**src/rtl/tpg_pkg.sv**
```systemverilog
package tpg_pkg;
    localparam int AW = 8;
    localparam int RW = 8;
    localparam int DW = 12;

    typedef enum logic [3:0] {
        TM_OFF = 4'd0,
        TM_MID = 4'd1,
        TM_PFS = 4'd2,
        TM_NFS = 4'd3,
        TM_CHK = 4'd4,
        TM_TOG = 4'd7,
        TM_USR = 4'd8
    } tmode_e;

    localparam logic [1:0] UM_ALT = 2'b01;

    localparam logic [7:0] A_CTRL  = 8'hC0;
    localparam logic [7:0] A_P1_LO = 8'hC2;
    localparam logic [7:0] A_P1_HI = 8'hC3;
    localparam logic [7:0] A_P2_LO = 8'hC4;
    localparam logic [7:0] A_P2_HI = 8'hC5;
endpackage

```
**src/rtl/tpg_regs.sv**
```systemverilog
module tpg_regs
    import tpg_pkg::*;
#(
    parameter int ADDR_W = AW,
    parameter int REG_W  = RW,
    parameter int WORD_W = DW
) (
    input  logic              clk,
    input  logic              rst_n,
    input  logic              wr_en,
    input  logic [ADDR_W-1:0] wr_addr,
    input  logic [REG_W-1:0]  wr_data,
    input  logic [ADDR_W-1:0] rd_addr,
    output logic [REG_W-1:0]  rd_data,
    output logic [REG_W-1:0]  ctrl,
    output logic [WORD_W-1:0] usr1,
    output logic [WORD_W-1:0] usr2
);
    localparam int PW = 2 * REG_W;

    typedef struct packed {
        logic [REG_W-1:0] ctrl;
        logic [REG_W-1:0] p1_lo;
        logic [REG_W-1:0] p1_hi;
        logic [REG_W-1:0] p2_lo;
        logic [REG_W-1:0] p2_hi;
    } regs_t;

    regs_t r_d, r_q;
    logic [PW-1:0] pat1, pat2;

    always_comb begin
        r_d = r_q;
        if (wr_en) begin
            case (wr_addr)
                A_CTRL:  r_d.ctrl  = wr_data;
                A_P1_LO: r_d.p1_lo = wr_data;
                A_P1_HI: r_d.p1_hi = wr_data;
                A_P2_LO: r_d.p2_lo = wr_data;
                A_P2_HI: r_d.p2_hi = wr_data;
                default: ;
            endcase
        end
    end

    always_ff @(posedge clk) begin
        if (!rst_n) r_q <= '0;
        else        r_q <= r_d;
    end

    always_comb begin
        case (rd_addr)
            A_CTRL:  rd_data = r_q.ctrl;
            A_P1_LO: rd_data = r_q.p1_lo;
            A_P1_HI: rd_data = r_q.p1_hi;
            A_P2_LO: rd_data = r_q.p2_lo;
            A_P2_HI: rd_data = r_q.p2_hi;
            default: rd_data = '0;
        endcase
    end

    assign pat1 = {r_q.p1_hi, r_q.p1_lo};
    assign pat2 = {r_q.p2_hi, r_q.p2_lo};
    assign ctrl = r_q.ctrl;
    assign usr1 = pat1[PW-1 -: WORD_W];
    assign usr2 = pat2[PW-1 -: WORD_W];

    logic wr_rsv;
    assign wr_rsv = wr_en && !(wr_addr inside {A_CTRL, A_P1_LO, A_P1_HI, A_P2_LO, A_P2_HI});

    p_rsv_ignored_r10: assert property (@(posedge clk) disable iff (!rst_n)
        wr_rsv |=> $stable(r_q));
    p_ctrl_write_r9: assert property (@(posedge clk) disable iff (!rst_n)
        (wr_en && wr_addr == A_CTRL) |=> ctrl == $past(wr_data));
endmodule

```
**src/rtl/tpg_pattern.sv**
```systemverilog
module tpg_pattern
    import tpg_pkg::*;
#(
    parameter int WORD_W = DW,
    parameter int REG_W  = RW
) (
    input  logic              clk,
    input  logic              rst_n,
    input  logic [REG_W-1:0]  ctrl,
    input  logic [WORD_W-1:0] usr1,
    input  logic [WORD_W-1:0] usr2,
    input  logic [WORD_W-1:0] smp_in,
    output logic [WORD_W-1:0] smp_out
);
    function automatic logic [WORD_W-1:0] alt_bits(input logic top);
        logic [WORD_W-1:0] v;
        for (int i = 0; i < WORD_W; i++) v[i] = (i % 2 == 1) ? top : ~top;
        return v;
    endfunction

    localparam logic [WORD_W-1:0] W_MID  = {1'b1, {(WORD_W-1){1'b0}}};
    localparam logic [WORD_W-1:0] W_ONES = '1;
    localparam logic [WORD_W-1:0] W_ZERO = '0;
    localparam logic [WORD_W-1:0] CHK_A  = alt_bits(1'b1);
    localparam logic [WORD_W-1:0] CHK_B  = alt_bits(1'b0);

    typedef struct packed {
        logic [REG_W-1:0]  prev;
        logic              phase;
        logic [WORD_W-1:0] out;
    } st_t;

    st_t s_d, s_q;
    logic chg, ph;
    tmode_e mode;
    logic [1:0] umode;

    assign mode  = tmode_e'(ctrl[3:0]);
    assign umode = ctrl[7:6];

    always_comb begin
        chg       = (ctrl != s_q.prev);
        ph        = chg ? 1'b0 : s_q.phase;
        s_d.prev  = ctrl;
        s_d.phase = ~ph;
        case (mode)
            TM_MID:  s_d.out = W_MID;
            TM_PFS:  s_d.out = W_ONES;
            TM_NFS:  s_d.out = W_ZERO;
            TM_CHK:  s_d.out = ph ? CHK_B : CHK_A;
            TM_TOG:  s_d.out = ph ? W_ZERO : W_ONES;
            TM_USR:  s_d.out = (umode == UM_ALT && ph) ? usr2 : usr1;
            default: s_d.out = smp_in;
        endcase
    end

    always_ff @(posedge clk) begin
        if (!rst_n) s_q <= '0;
        else        s_q <= s_d;
    end

    assign smp_out = s_q.out;

    logic pass_sel;
    assign pass_sel = !(ctrl[3:0] inside {4'd1, 4'd2, 4'd3, 4'd4, 4'd7, 4'd8});

    p_pass_r2: assert property (@(posedge clk) disable iff (!rst_n)
        pass_sel |=> smp_out == $past(smp_in));
    p_mid_r3: assert property (@(posedge clk) disable iff (!rst_n)
        (ctrl[3:0] == 4'd1) |=> smp_out == W_MID);
    p_flip_r4: assert property (@(posedge clk) disable iff (!rst_n)
        (!chg && (ctrl[3:0] == 4'd4 || ctrl[3:0] == 4'd7)) |=> smp_out == ~$past(smp_out));
    p_restart_r8: assert property (@(posedge clk) disable iff (!rst_n)
        (chg && ctrl[3:0] == 4'd7) |=> smp_out == W_ONES);
endmodule

```
**src/rtl/adc_tpg_top.sv**
```systemverilog
module adc_tpg_top
    import tpg_pkg::*;
(
    input  logic          clk,
    input  logic          rst_n,
    input  logic          wr_en,
    input  logic [AW-1:0] wr_addr,
    input  logic [RW-1:0] wr_data,
    input  logic [AW-1:0] rd_addr,
    output logic [RW-1:0] rd_data,
    input  logic [DW-1:0] smp_in,
    output logic [DW-1:0] smp_out
);
    logic [RW-1:0] ctrl;
    logic [DW-1:0] usr1, usr2;

    tpg_regs #(.ADDR_W(AW), .REG_W(RW), .WORD_W(DW)) u_regs (
        .clk(clk), .rst_n(rst_n), .wr_en(wr_en), .wr_addr(wr_addr),
        .wr_data(wr_data), .rd_addr(rd_addr), .rd_data(rd_data),
        .ctrl(ctrl), .usr1(usr1), .usr2(usr2)
    );

    tpg_pattern #(.WORD_W(DW), .REG_W(RW)) u_pat (
        .clk(clk), .rst_n(rst_n), .ctrl(ctrl), .usr1(usr1), .usr2(usr2),
        .smp_in(smp_in), .smp_out(smp_out)
    );
endmodule

```
**config.mk**
```make
export PLATFORM = sky130hd
export DESIGN_NAME = adc_tpg_top
export DESIGN_NICKNAME = d
export VERILOG_FILES = /design/src/rtl/tpg_pkg.sv /design/src/rtl/tpg_regs.sv /design/src/rtl/tpg_pattern.sv /design/src/rtl/adc_tpg_top.sv
export SDC_FILE = /design/constraint.sdc
export NUM_CORES = 1
export LEC_CHECK = 0
export BUFFER_PORTS_ARGS = -buffer_cell sky130_fd_sc_hd__buf_4
export CORE_ASPECT_RATIO = 0.75
export CORE_MARGIN = 2
export CORE_UTILIZATION = 55
export DETAILED_ROUTE_END_ITERATION = 8
export PLACE_DENSITY_LB_ADDON = 0.1
export REMOVE_ABC_BUFFERS = 1
export SYNTH_ARGS = -nofsm -noshare
export SYNTH_HDL_FRONTEND = slang
export SYNTH_SLANG_ARGS = --single-unit
export TNS_END_PERCENT = 30
```
**constraint.sdc**
```tcl
create_clock -name clk -period 2.5 [get_ports clk]
set_input_delay 0.625 -clock clk [delete_from_list [all_inputs] [get_ports clk]]
set_output_delay 0.625 -clock clk [all_outputs]
set_load 0.1 [all_outputs]
```
==> metrics.md, run 1 <==
| Metric | Value |
|---|---|
| Outcome | `finished, violations left` |
| Failing checks | `negative setup slack` |
| Clk pwr share | `44.7%` |
| H-tree depth | `3` |
| Largest net degree at the start of global routing | `38` |
| Final instance area | `3900 µm²` |
| Asr flop ratio synth | `0%` |
| CP max stage cell | `or3_4` |
| Number of synthesized flops with an enable pin | `0` |
| Root Buffer | `clkbuf_8` |
| Hold Crit Class | `reg -> reg` |
| Setup crit end kind | `primary output` |
| Die extent in y | `68.5 µm` |
| Worst slew pin tran | `0.604 ns` |
| Fin cells | `464` |
| Worst-skew pair later-pin latency | `0.34 ns` |
| Worst Clk Skew | `0.00901 ns` |
| Final GP Congestion | `0.853` |
| Post-Syn Area | `3050 µm²` |
| Routed WL | `7.87 mm` |
| Crit start category | `input pin` |
| Mean post-synth cell area | `9.56 µm²` |
| # rows | `23` |
| Final setup viols | `8` |
| Core area | `5350 µm²` |
| CTS clk-pin slew, worst paths | `0.07 ns` |
| Bufs and invs on worst path | `3` |
| Yosys cell types | `40` |
| Worst path required time | `1.88 ns` |
| I/O pin total | `59` |
| ANT cells | `0` |
| First-pass GRT wire length | `12.2 mm` |
| NetSw | `0.536 mW` |
| DRC errors left | `0` |
| Slew margin rel. | `59.7%` |
| Comb pwr share | `10.3%` |
| CTS tree | `done` |
| Port Buffers | `58` |
| Max incr delay on CP | `0.35 ns` |
| DR pass1 iterations | `4` |
| Clock sinks | `61` |
| Final min period | `2.72 ns` |
| Post-route ant nets | `0` |
| F_max | `368 MHz` |
| P&R area growth vs syn | `27.9%` |
| Total power | `2.19 mW` |
| VDD IR max | `0.000405 V` |
| Commonest non-fill, non-tap cell in the layout | `buf_4` |
| Hold buffers post-CTS | `0` |
| Mapped Cells | `319` |
| Die width | `90.0 µm` |
| Die area | `6160 µm²` |
| DR WL/cell | `17.0 µm` |
| Cells after DPL | `447` |
| Most frequent cells in the layout | `buf_4 (71), dfxtp_1 (61), mux2i_1 (47)` |
| Pwr Density | `562 nW/µm²` |
| Layout net count | `423` |
| Initial core utilization | `57.0%` |
| CP dominant cell by count | `buf_6` |
| Vias per cell | `5.56` |
| Seq cells post-synth | `61` |
| Total GRT Usage | `26.4%` |
| Syn. warnings | `0` |
| Post-DP HPWL | `5.50 mm` |
| RSZ-0062 raised after global routing | `yes` |
| WP data arrival | `2.09 ns` |
| Flop pwr share | `45.0%` |
| Total CTS buffers | `9` |
| Via Count | `2582` |
| Vias in the first global route | `2403` |
| Fin worst setup slack | `-0.217 ns` |
| Max Cap Violations | `0` |
| Cell breakdown of the critical path | `buf_6, nor4b_4, nand2_1, or3_4, buf_6, o211ai_1, buf_6` |
| Critical path class | `in -> out` |
| Maximum fanout along the worst path | `4` |
| Final hold slack | `0.487 ns` |
| Post-Place Worst Slack | `-0.495 ns` |
| Share of cells above drive strength 1 | `28.8%` |
| P_int | `1.66 mW` |
| Final period utilization | `109%` |
| First-iteration detailed-routing DRC count | `165` |
| Crit-path leading delay family | `simple AND/OR/NAND/NOR gates` |
| Util after Layout | `72.9%` |
| Final slew viol count | `0` |
| Final hold vios | `0` |
| Lkg Pwr | `1.51 nW` |
| Synth Flop Type | `dfxtp_1` |
| Global route total overflow | `0` |
| Seq/Total Area, Yosys | `40.0%` |
| Setup TNS | `-1.60 ns` |
| Initial antenna violation count | `0` |
| Max clock buf depth | `2` |
| Switch share | `24.4%` |
| Placed Area | `3580 µm²` |
## sequential cells by signal, indices dropped and copies added, names as in the netlist
name and count:
u_pat.smp_out 12, u_regs.usr1 12, u_regs.usr2 12, u_pat.s_q 9, u_regs.ctrl 8, u_regs.pat1 4
u_regs.pat2 4
## layer usage
metal | share of wire, % | routed length, µm | GRT usage (%) | up-vias
li1 | - | - | - | 1257
met1 | 46 | 3640 | 34.2 | 1199
met2 | 44 | 3460 | 41.8 | 107
met3 | 7.5 | 588 | 7.16 | 19
met4 | 2.4 | 185 | 12.3 | 0
met5 | 0 | 0 | 0 | -
## worst register-to-register path: stages, from the launching register on
cell	delay, ns
dfxtp_1	0.36
xnor2_1	0.32
nand4_1	0.17
and4b_1	0.60
mux2i_1	0.14
a211oi_1	0.35
## power by group through the flow
stage	Clock, mW	Sequential (mW)	Combinational, mW
after global placement	0	1.01	0.219
after detailed placement	0	1.01	0.220
after floorplan	0	1.09	0.0396
after global routing	1.03	0.989	0.236
after CTS	0.995	0.988	0.225
final	0.980	0.988	0.225
## cells by family (layout without fill, tap and decap cells)
kind of cell           after synthesis  count (layout)  synth area share [%]
AND/OR/NAND/NOR                    113             113                  22.5
flip-flops                          61              61                  40.0
AO/OA/AOI/OAI                       58              58                  13.5
multiplexers                        47              47                  15.4
buffers and inverters               32             102                  6.24
XOR/XNOR                             8               8                  2.30
## repair_timing
item	in CTS	in global routing
buffers inserted	1	0
gates resized for setup	15	5
hold endpoints to repair	0	0
pin swaps	5	12
endpoints found under the setup margin	8	8
gates cloned	0	0
## worst paths after layout
path                                     start                to  slack [ns]  depth (start not counted)
worst max-delay path                rd_addr[5]        rd_data[4]       -0.22                          7
worst min-delay path            u_regs.pat2[2]    u_regs.pat2[2]        0.49                          2
worst max register to register  u_regs.ctrl[1]  u_pat.smp_out[6]        0.44                          5
worst min register to register  u_regs.pat2[2]    u_regs.pat2[2]        0.49                          2
## synth_stat cells (2+ instances only)
| cell | instances | area share [%] |
|---|---|---|
| dfxtp_1 | 61 | 40 |
| mux2i_1 | 47 | 15 |
| nor2b_1 | 36 | 7.4 |
| nand2_1 | 21 | 2.6 |
| buf_4 | 15 | 3.7 |
| o21ai_0 | 14 | 2.3 |
| and2_1 | 11 | 2.3 |
| nor2_1 | 10 | 1.2 |
| a211oi_1 | 8 | 2.0 |
| a21boi_0 | 8 | 2.0 |
| a22oi_1 | 8 | 2.0 |
| clkbuf_1 | 8 | 0.98 |
| nand3_1 | 8 | 1.3 |
| o211ai_1 | 8 | 2.0 |
| xnor2_1 | 8 | 2.3 |
| nand3b_1 | 7 | 1.7 |
| a31oi_1 | 5 | 1.0 |
| buf_2 | 5 | 0.82 |
| nand4_1 | 3 | 0.62 |
| nor3_1 | 3 | 0.49 |
| inv_1 | 2 | 0.25 |
| nand2b_1 | 2 | 0.41 |
| nand4b_1 | 2 | 0.57 |
| nor4b_4 | 2 | 1.6 |
| o21bai_1 | 2 | 0.49 |
## layout make-up
cell class                      count  area, µm²
Clock buffer                       10        138
Clock inverter                      6       86.3
Fill cell                         414       1450
Timing Repair Buffer               84        679
Multi-Input combinational cell    226       1680
Tap cell                           75       93.8
Sequential cell                    61       1220
Inverter                            2       7.51
Power figures use the tool's default switching activity.
==> inputs of run 2 (changes only) <==
--- a/config.mk
+++ b/config.mk
@@ -11,7 +11,6 @@
 export CORE_UTILIZATION = 55
 export DETAILED_ROUTE_END_ITERATION = 8
 export PLACE_DENSITY_LB_ADDON = 0.1
-export REMOVE_ABC_BUFFERS = 1
 export SYNTH_ARGS = -nofsm -noshare
 export SYNTH_HDL_FRONTEND = slang
 export SYNTH_SLANG_ARGS = --single-unit
==> metrics.md, run 2 (synthesis gave the netlist of run 1 again) <==
| Metric | Value |
|---|---|
| DRC errors left | `0` |
| Post-route ant nets | `0` |
| Total CTS buffers | `9` |
| CP max stage cell | `or3_4` |
| Commonest non-fill, non-tap cell in the layout | `buf_4` |
| Postcts setup bufs | `0` |
| # rows | `23` |
| Clock sinks | `61` |
| Outcome | `finished, violations left` |
| Vias per cell | `5.55` |
| Most frequent cells in the layout | `buf_4 (64), dfxtp_1 (61), mux2i_1 (47)` |
| Maximum fanout along the worst path | `8` |
| WP data arrival | `2.08 ns` |
| Max clock buf depth | `2` |
| Root Buffer | `clkbuf_8` |
| Initial core utilization | `57.0%` |
| Max Cap Violations | `0` |
| Lkg Pwr | `1.47 nW` |
| ANT cells | `0` |
| Post-DP HPWL | `5.28 mm` |
| Final period utilization | `108%` |
| Largest net degree at the start of global routing | `57` |
| Via Count | `2520` |
| Final hold vios | `0` |
| Crit start category | `input pin` |
| Die area | `6160 µm²` |
| First-pass GRT wire length | `11.6 mm` |
| Met2 routed WL | `3.33 mm` |
| Pwr Density | `589 nW/µm²` |
| RSZ-0062 raised after global routing | `yes` |
| P&R area growth vs syn | `25.2%` |
| Core area | `5350 µm²` |
| Fin worst setup slack | `-0.208 ns` |
| Routed WL | `7.40 mm` |
| CTS tree | `done` |
| Final setup viols | `8` |
| Die width | `90.0 µm` |
| Setup crit end kind | `primary output` |
| Share of cells above drive strength 1 | `25.9%` |
| Vias in the first global route | `2225` |
| First-iteration detailed-routing DRC count | `172` |
| F_max | `369 MHz` |
| Die extent in y | `68.5 µm` |
| Highest routed layer | `met4` |
| Total GRT Usage | `25.0%` |
| Worst Clk Skew | `0.00492 ns` |
| Slew margin rel. | `65.9%` |
| CTS clk-pin slew, worst paths | `0.07 ns` |
| DR WL/cell | `16.3 µm` |
| Port Buffers | `58` |
| Placed Area | `3530 µm²` |
| Critical path class | `in -> out` |
| Max incr delay on CP | `0.41 ns` |
| Worst path required time | `1.88 ns` |
| Final slew viol count | `0` |
| H-tree depth | `3` |
| CP dominant cell by count | `buf_6` |
| Final min period | `2.71 ns` |
| Worst-skew pair later-pin latency | `0.34 ns` |
| WL met1 | `3.37 mm` |
| Synthesized net count | `358` |
| Global route total overflow | `0` |
| Initial antenna violation count | `0` |
| Final instance area | `3820 µm²` |
| Cell breakdown of the critical path | `buf_6, nor4b_4, nand2_1, or3_4, o211ai_1, buf_6` |
| Worst slew pin tran | `0.511 ns` |
| VDD IR max | `0.000405 V` |
| Layout net count | `413` |
| Hold Crit Class | `reg -> reg` |
| Final GP Congestion | `0.863` |
| I/O pin total | `59` |
| DR pass1 iterations | `7` |
| Setup TNS | `-1.34 ns` |
| Routed wl met3 | `617 µm` |
| Failing checks | `negative setup slack` |
## run 2: cell types whose count changed in the layout (fill, tap and decap cells not counted), moves of 3 or more
cell,change
buf_4,-7
buf_6,-3
a22oi_2,-3
a22oi_1,+3
clkbuf_8,+3
## run 2: metal layers
| layer | vias up | track usage (%) |
|---|---|---|
| met5 | - | 0 |
| li1 | 1240 | - |
| met4 | 0 | 7.12 |
| met1 | 1167 | 32.9 |
| met3 | 10 | 8.26 |
| met2 | 103 | 40.2 |
## run 2: area by class of cell
type | instances | area, µm²
Multi-Input combinational cell | 226 | 1660
Clock buffer | 13 | 179
Sequential cell | 61 | 1220
Inverter | 2 | 7.51
Timing Repair Buffer | 74 | 593
Clock inverter | 3 | 65.1
Tap cell | 75 | 93.8
Fill cell | 427 | 1540
## run 2: critical path: cells and delay by family
kind / cells / cell delay [ns]
buf+inv: 2 / 0.36
compound gates: 1 / 0.26
simple gates: 3 / 0.84
## run 2: report_power, final
part / total [mW] / switching [mW] / leakage, nW / internal [mW]
registers: 0.988 / 0.00411 / 0.495 / 0.984
clock network: 1.04 / 0.374 / 0.126 / 0.669
logic: 0.216 / 0.134 / 0.849 / 0.0816
## run 2: metrics by stage
| step | worst slack, ns | utilization [%] | hold slack, ns | cells | total power [mW] |
|---|---|---|---|---|---|
| after floorplan | -1.02 | - | 0.458 | 319 | 1.15 |
| after global placement | -0.222 | 66.0 | 0.472 | 438 | 1.22 |
| after detailed placement | -0.287 | 66.0 | 0.486 | 438 | 1.22 |
| after CTS | -0.132 | 71.3 | 0.496 | 454 | 2.26 |
| after global routing | -0.279 | 71.3 | 0.520 | 454 | 2.31 |
| final | -0.208 | 71.3 | 0.499 | 454 | 2.25 |
## run 2: worst paths after layout
| path | startpoint | endpoint | slack [ns] | cells after the start |
|---|---|---|---|---|
| worst max-delay path | rd_addr[3] | rd_data[0] | -0.21 | 6 |
| worst min-delay path | u_regs.pat2[2] | u_regs.pat2[2] | 0.50 | 2 |
| worst max register to register | u_regs.ctrl[0] | u_pat.smp_out[11] | 0.48 | 6 |
| worst min register to register | u_regs.pat2[2] | u_regs.pat2[2] | 0.50 | 2 |
## run 2: what timing repair did
item | in CTS | in global routing
hold buffers | 0 | 0
pin swaps | 1 | 4
endpoints found under the setup margin | 8 | 8
resized for setup | 11 | 0
hold endpoints to repair | 0 | 0
